## src/rtl/slot_fault_pkg.sv

```systemverilog
package slot_fault_pkg;

    typedef enum logic [1:0] {
        EXC_NONE    = 2'b00,
        EXC_TRAP    = 2'b01,
        EXC_SLOT    = 2'b10,
        EXC_ILLEGAL = 2'b11
    } exc_kind_e;

    typedef struct packed {
        logic undef;
        logic dsp;
        logic pcwr;
        logic delayed;
        logic trap;
    } insn_attr_t;

    // Undefined opcode that is eligible for a fault (DSP encodings exempt)
    function automatic logic is_real_undef(insn_attr_t a);
        return a.undef & ~a.dsp;
    endfunction

    // Any instruction that changes the program counter
    function automatic logic is_pc_writer(insn_attr_t a);
        return a.pcwr | a.delayed | a.trap;
    endfunction

    function automatic exc_kind_e classify(insn_attr_t a, logic in_slot);
        exc_kind_e k;
        k = EXC_NONE;
        if (in_slot) begin
            if (is_real_undef(a) || is_pc_writer(a))
                k = EXC_SLOT;
        end else begin
            if (is_real_undef(a))
                k = EXC_ILLEGAL;
            else if (a.trap)
                k = EXC_TRAP;
        end
        return k;
    endfunction

endpackage

```

## src/rtl/slot_tracker.sv

```systemverilog
module slot_tracker #(
    parameter int PC_W = 32
) (
    input  logic            clk,
    input  logic            rst,
    input  logic            flush,
    input  logic            valid,
    input  logic            delayed,
    input  logic [PC_W-1:0] target,
    output logic            in_slot,
    output logic [PC_W-1:0] slot_target
);

    logic            slot_q;
    logic [PC_W-1:0] target_q;

    always_ff @(posedge clk) begin
        if (rst) begin
            slot_q   <= 1'b0;
            target_q <= '0;
        end else begin
            if (flush)
                slot_q <= 1'b0;
            else if (valid)
                slot_q <= delayed;
            if (valid && delayed)
                target_q <= target;
        end
    end

    assign in_slot     = slot_q;
    assign slot_target = target_q;

    AST_SLOT_OPENS: assert property (@(posedge clk) disable iff (rst)
        (valid && delayed && !flush) |=> in_slot);
    AST_SLOT_CLOSES: assert property (@(posedge clk) disable iff (rst)
        (valid && !delayed) |=> !in_slot);
    AST_SLOT_HOLDS: assert property (@(posedge clk) disable iff (rst)
        (!valid && !flush) |=> $stable(in_slot));
    AST_FLUSH_CLEARS: assert property (@(posedge clk) disable iff (rst)
        flush |=> !in_slot);
    AST_TARGET_CAPTURE: assert property (@(posedge clk) disable iff (rst)
        (valid && delayed) |=> slot_target == $past(target));

endmodule

```

## src/rtl/fault_classifier.sv

```systemverilog
module fault_classifier
    import slot_fault_pkg::*;
(
    input  logic       valid,
    input  insn_attr_t attr,
    input  logic       in_slot,
    output logic       req,
    output exc_kind_e  kind
);

    always_comb begin
        kind = EXC_NONE;
        if (valid)
            kind = classify(attr, in_slot);
        req = (kind != EXC_NONE);
    end

endmodule

```

## src/rtl/return_select.sv

```systemverilog
module return_select
    import slot_fault_pkg::*;
#(
    parameter int PC_W  = 32,
    parameter int VEC_W = 8
) (
    input  exc_kind_e        kind,
    input  logic [PC_W-1:0]  slot_target,
    input  logic [PC_W-1:0]  this_pc,
    input  logic [PC_W-1:0]  next_pc,
    input  logic [VEC_W-1:0] vector_in,
    output logic [PC_W-1:0]  ret_pc,
    output logic [VEC_W-1:0] vector_out
);

    always_comb begin
        ret_pc     = '0;
        vector_out = '0;
        unique case (kind)
            EXC_SLOT:    ret_pc = slot_target;
            EXC_ILLEGAL: ret_pc = this_pc;
            EXC_TRAP: begin
                ret_pc     = next_pc;
                vector_out = vector_in;
            end
            default: ;
        endcase
    end

endmodule

```

## src/rtl/slot_fault_classifier.sv

```systemverilog
module slot_fault_classifier
    import slot_fault_pkg::*;
#(
    parameter int PC_W  = 32,
    parameter int VEC_W = 8
) (
    input  logic             clk,
    input  logic             rst,
    input  logic             flush,
    input  logic             dec_valid,
    input  logic             dec_undef,
    input  logic             dec_dsp,
    input  logic             dec_pcwr,
    input  logic             dec_delayed,
    input  logic             dec_trap,
    input  logic [VEC_W-1:0] dec_vector,
    input  logic [PC_W-1:0]  dec_pc,
    input  logic [PC_W-1:0]  dec_next_pc,
    input  logic [PC_W-1:0]  dec_target,
    output logic             exc_req,
    output logic [1:0]       exc_kind,
    output logic [VEC_W-1:0] exc_vector,
    output logic [PC_W-1:0]  exc_ret_pc
);

    insn_attr_t      attr;
    logic            in_slot;
    logic [PC_W-1:0] slot_target;
    exc_kind_e       kind;

    assign attr = '{undef: dec_undef, dsp: dec_dsp, pcwr: dec_pcwr,
                    delayed: dec_delayed, trap: dec_trap};

    slot_tracker #(.PC_W(PC_W)) u_tracker (
        .clk        (clk),
        .rst        (rst),
        .flush      (flush),
        .valid      (dec_valid),
        .delayed    (dec_delayed),
        .target     (dec_target),
        .in_slot    (in_slot),
        .slot_target(slot_target)
    );

    fault_classifier u_classify (
        .valid  (dec_valid),
        .attr   (attr),
        .in_slot(in_slot),
        .req    (exc_req),
        .kind   (kind)
    );

    return_select #(.PC_W(PC_W), .VEC_W(VEC_W)) u_retsel (
        .kind       (kind),
        .slot_target(slot_target),
        .this_pc    (dec_pc),
        .next_pc    (dec_next_pc),
        .vector_in  (dec_vector),
        .ret_pc     (exc_ret_pc),
        .vector_out (exc_vector)
    );

    assign exc_kind = kind;

    AST_REQ_NEEDS_VALID: assert property (@(posedge clk) disable iff (rst)
        exc_req |-> dec_valid);
    AST_DSP_EXEMPT: assert property (@(posedge clk) disable iff (rst)
        (dec_undef && dec_dsp && !dec_pcwr && !dec_delayed && !dec_trap) |-> !exc_req);
    AST_TRAP_NOT_IN_SLOT: assert property (@(posedge clk) disable iff (rst)
        (exc_kind == 2'b01) |-> !in_slot);
    AST_SLOT_RETURN: assert property (@(posedge clk) disable iff (rst)
        (exc_req && exc_kind == 2'b10) |-> exc_ret_pc == slot_target);
    AST_PLAIN_SLOT_UNDEF: assert property (@(posedge clk) disable iff (rst)
        (dec_valid && in_slot && dec_undef && !dec_dsp) |-> exc_kind == 2'b10);

endmodule

```

## config.mk

```make
export PLATFORM = sky130hd
export DESIGN_NAME = slot_fault_classifier
export DESIGN_NICKNAME = d
export VERILOG_FILES = /design/src/rtl/slot_fault_pkg.sv /design/src/rtl/slot_tracker.sv /design/src/rtl/fault_classifier.sv /design/src/rtl/return_select.sv /design/src/rtl/slot_fault_classifier.sv
export SDC_FILE = /design/constraint.sdc
export NUM_CORES = 1
export LEC_CHECK = 0
export BUFFER_PORTS_ARGS = -buffer_cell sky130_fd_sc_hd__buf_2
export CORE_MARGIN = 2
export CORE_UTILIZATION = 43
export DETAILED_ROUTE_END_ITERATION = 10
export GPL_TIMING_DRIVEN = 0
export PLACE_DENSITY = 0.85
export SLEW_MARGIN = 15
export SYNTH_ARGS = -nofsm -noshare
export SYNTH_HDL_FRONTEND = slang
export SYNTH_HIERARCHICAL = 1
export SYNTH_SLANG_ARGS = --single-unit
```

## constraint.sdc

```tcl
create_clock -name clk -period 1.52 [get_ports clk]
set_input_delay 0.152 -clock clk [delete_from_list [all_inputs] [get_ports clk]]
set_output_delay 0.152 -clock clk [all_outputs]
set_load 0.005 [all_outputs]
```

==> summary.md <==
| Metric | Value |
|---|---|
| Status | finished with violations |
| Failing checks | negative setup slack |
| CTS Buf Count | 5 |
| Yosys top cell area share | 26.68% |
| Final Critical Period | 1.928 ns |
| CTS root buffer | clkbuf_8 |
| Peak Freq | 0.5187 GHz |
| Yosys top cell by area | dfxtp_1 |
| Initial Util | 44.69% |
| Synthesized cell area | 0.002476 mm2 |
| PortBufs | 154 |
| Critical path buffer and inverter count | 3 |
| Clk Latency, worst-skew pair | 0.28 ns |
| I/O pin count | 156 |
| Starting DRT DRC Count | 64 |
| Fin. max-slew vios | 0 |
| Worst path arrival time | 1.78 ns |
| Layout cells sized above 1 | 63.24% |
| Worst setup EP type | output pin |
| CP Class | reg -> out |
| Top FF cell, synth | dfxtp_1 |
| Final setup violation count | 40 |
| Peak supply drop | 403.1 uV |
| Drt first pass iters | 4 |
| Gp weighted congestion | 0.8026 |
| Post-synth EDFFs | 0 |
| Final setup margin | -0.4078 ns |
| Static leakage | 0.001779 uW |
| Number of synthesized register bits | 33 |
| Unrepaired setup endpoints after global routing | yes |
| Fraction of registers with async set/reset | 0% |
| Syn nets | 355 |
| MaxCap Viol Count | 0 |
| Area delta synth->final | 44.57% |
| Pin count of the biggest net entering global routing | 11 |
| Antenna Nets Post-Route | 0 |
| Pwr/cell area | 664.6 mW/mm2 |
| Wire length per cell | 15.41 um |
| Hold-fix buffer count after cts | 0 |
| DRT Wirelength | 7395 um |
| Critical Path Fanout Max | 6 |
| Final period util | 126.8% |
| Gr usage total | 21.80% |
| CTS tree | yes |
| Worst Max-Slew Pin Slew | 0.2951 ns |
| Critical path's slowest cell | dfxtp_2 |
| Vias | 2516 |
| Synthesized instance count | 242 |
| Via count of the first global-routing pass | 2381 |
| Post-synthesis sequential area ratio | 26.68% |
| H-tree levels | 2 |
| Die area | 0.006382 mm2 |
| DP Worst Slack | -0.3745 ns |
| Worst stage delay on the critical path | 0.34 ns |
| Worst hold margin | 0.02648 ns |
| # DRC | 0 |
| Fillers | 480 |
| Vias/cell | 5.242 |
| # diodes | 0 |
| Clk slew on worst S/H paths | 0.06 ns |
| Crit-path cells | a211oi_2, buf_6, buf_4, mux2_2, a22o_1, buf_2 |
| HP Class | in -> reg |
| Worst slew margin | 80.32% |
| Clk_skew | 0 ns |
| CTS sink count | 33 |
| Die Ht | 79.89 um |
| Antenna violations before repair | 0 |
| Final net count | 521 |
| Dpl hpwl | 5317 um |
| Top post-synthesis cells by area | dfxtp_1, mux2_4, a22o_1, a21bo_1, nand3_1 |
| Reg2reg setup slack | 0.76 ns |
| CTS Buffer Depth | 2 |
| First-pass GRT wire length | 11070 um |
| Grt ovf | 0 |
| Critical Path RT | 1.37 ns |
| Synth Area per Inst | 10.23 um2 |
| Area of the core | 0.005540 mm2 |
| Critical path's top delay family | buffers and inverters |
| # rows | 27 |
| Die width | 79.89 um |
| Warnings from Yosys | 6 |
| Post-synth cell types | 24 |
| Final hold violation count | 0 |
| Crit start category | flip-flop |
[where the power goes]
part	internal, uW	total [uW]	switching, uW	leakage, uW
sequential	905	926	20.7	0.000270
combinational	469	791	323	0.00146
clock	359	662	303	0.0000443
total	1730	2380	647	0.00178
[layout by cell type (no fill, tap or decap)]
cell type	instances
a21bo_1	27
and2_1	1
mux2_4	31
a22o_1	32
nor2b_4	1
and2_4	7
mux2i_1	1
buf_4	7
a21bo_2	5
clkbuf_4	1
buf_12	3
a31oi_1	1
o21ai_0	1
nand3_1	32
clkbuf_8	6
nand2b_4	1
buf_8	2
a21oi_1	17
buf_2	156
mux2_2	1
clkbuf_2	3
nor3_1	1
clkbuf_1	2
dfxtp_2	1
inv_1	2
a21oi_2	16
buf_6	16
a211oi_2	1
o31ai_1	1
dfxtp_1	32
[metal layers]
metal | vias up | part of all wire, % | routed length, um | track usage [%]
met5 | - | 0 | 0 | 0
met4 | 0 | 1.7 | 127 | 5.763
met3 | 14 | 6.8 | 506 | 4.072
met2 | 113 | 51 | 3798 | 40.17
met1 | 1156 | 40 | 2963 | 25.61
li1 | 1233 | - | - | -
[worst paths after layout]
path	start	endpoint	cells after the start
max	u_tracker/in_slot	exc_ret_pc[28]	6
min	flush	u_tracker/in_slot	2
max reg2reg	u_tracker/slot_target[1]	u_tracker/slot_target[1]	2
min reg2reg	u_tracker/in_slot	u_tracker/in_slot	2
[cell type report]
class | count | area (um2) | share of cell area, %
Buffer | 30 | 274.0 | 7.655
Clock buffer | 7 | 86.33 | 2.412
Inverter | 2 | 7.507 | 0.2097
Multi-Input combinational cell | 177 | 1604 | 44.81
Sequential cell | 33 | 661.9 | 18.49
Tap cell | 72 | 90.09 | 2.517
Timing Repair Buffer | 159 | 855.8 | 23.91
[cell families (layout without fill, tap and decap cells)]
kind of cell,count (synthesis),after routing,share of synthesized area [%]
buffers and inverters,32,198,9.600
AO/OA/AOI/OAI,101,101,34.61
AND/OR/NAND/NOR,43,43,9.600
flip-flops,33,33,26.68
multiplexers,33,33,19.50
[synthesized netlist by cell type, drive strengths merged (2+ instances only)]
| cell | n |
|---|---|
| a21bo | 32 |
| mux2 | 32 |
| inv | 2 |
| a22o | 32 |
| clkbuf | 5 |
| and2 | 8 |
| dfxtp | 33 |
| buf | 25 |
| nand3 | 32 |
| a21oi | 33 |
[sequential cells by signal, indices dropped and copies added (netlist names)]
register	count
u_tracker/slot_target	32
u_tracker/in_slot	1
[per-stage QoR]
| stage | setup TNS (ns) | power [uW] | utilization [%] | instance area (um2) | std cells |
|---|---|---|---|---|---|
| 6_report | -14.46 | 2379 | 64.61 | 3580 | 480 |
| 5_1_grt | -17.46 | 2491 | 64.61 | 3580 | 480 |
| 4_1_cts | -15.01 | 2379 | 63.66 | 3527 | 479 |
| 3_5_place_dp | -12.08 | 1670 | 60.23 | 3337 | 468 |
| 3_3_place_gp | -10.18 | 1651 | 60.23 | 3337 | 468 |
| 2_1_floorplan | 0 | 1387 | - | 2476 | 242 |
[timing repair]
action | 4_1_cts | 5_1_grt
resized for setup | 23 | 11
endpoints found under the hold margin | 0 | 0
endpoints found under the setup margin | 40 | 40
pin swaps | 5 | 5
buffers inserted | 3 | 1
cloned | 1 | 0
Power figures use the tool's default switching activity.
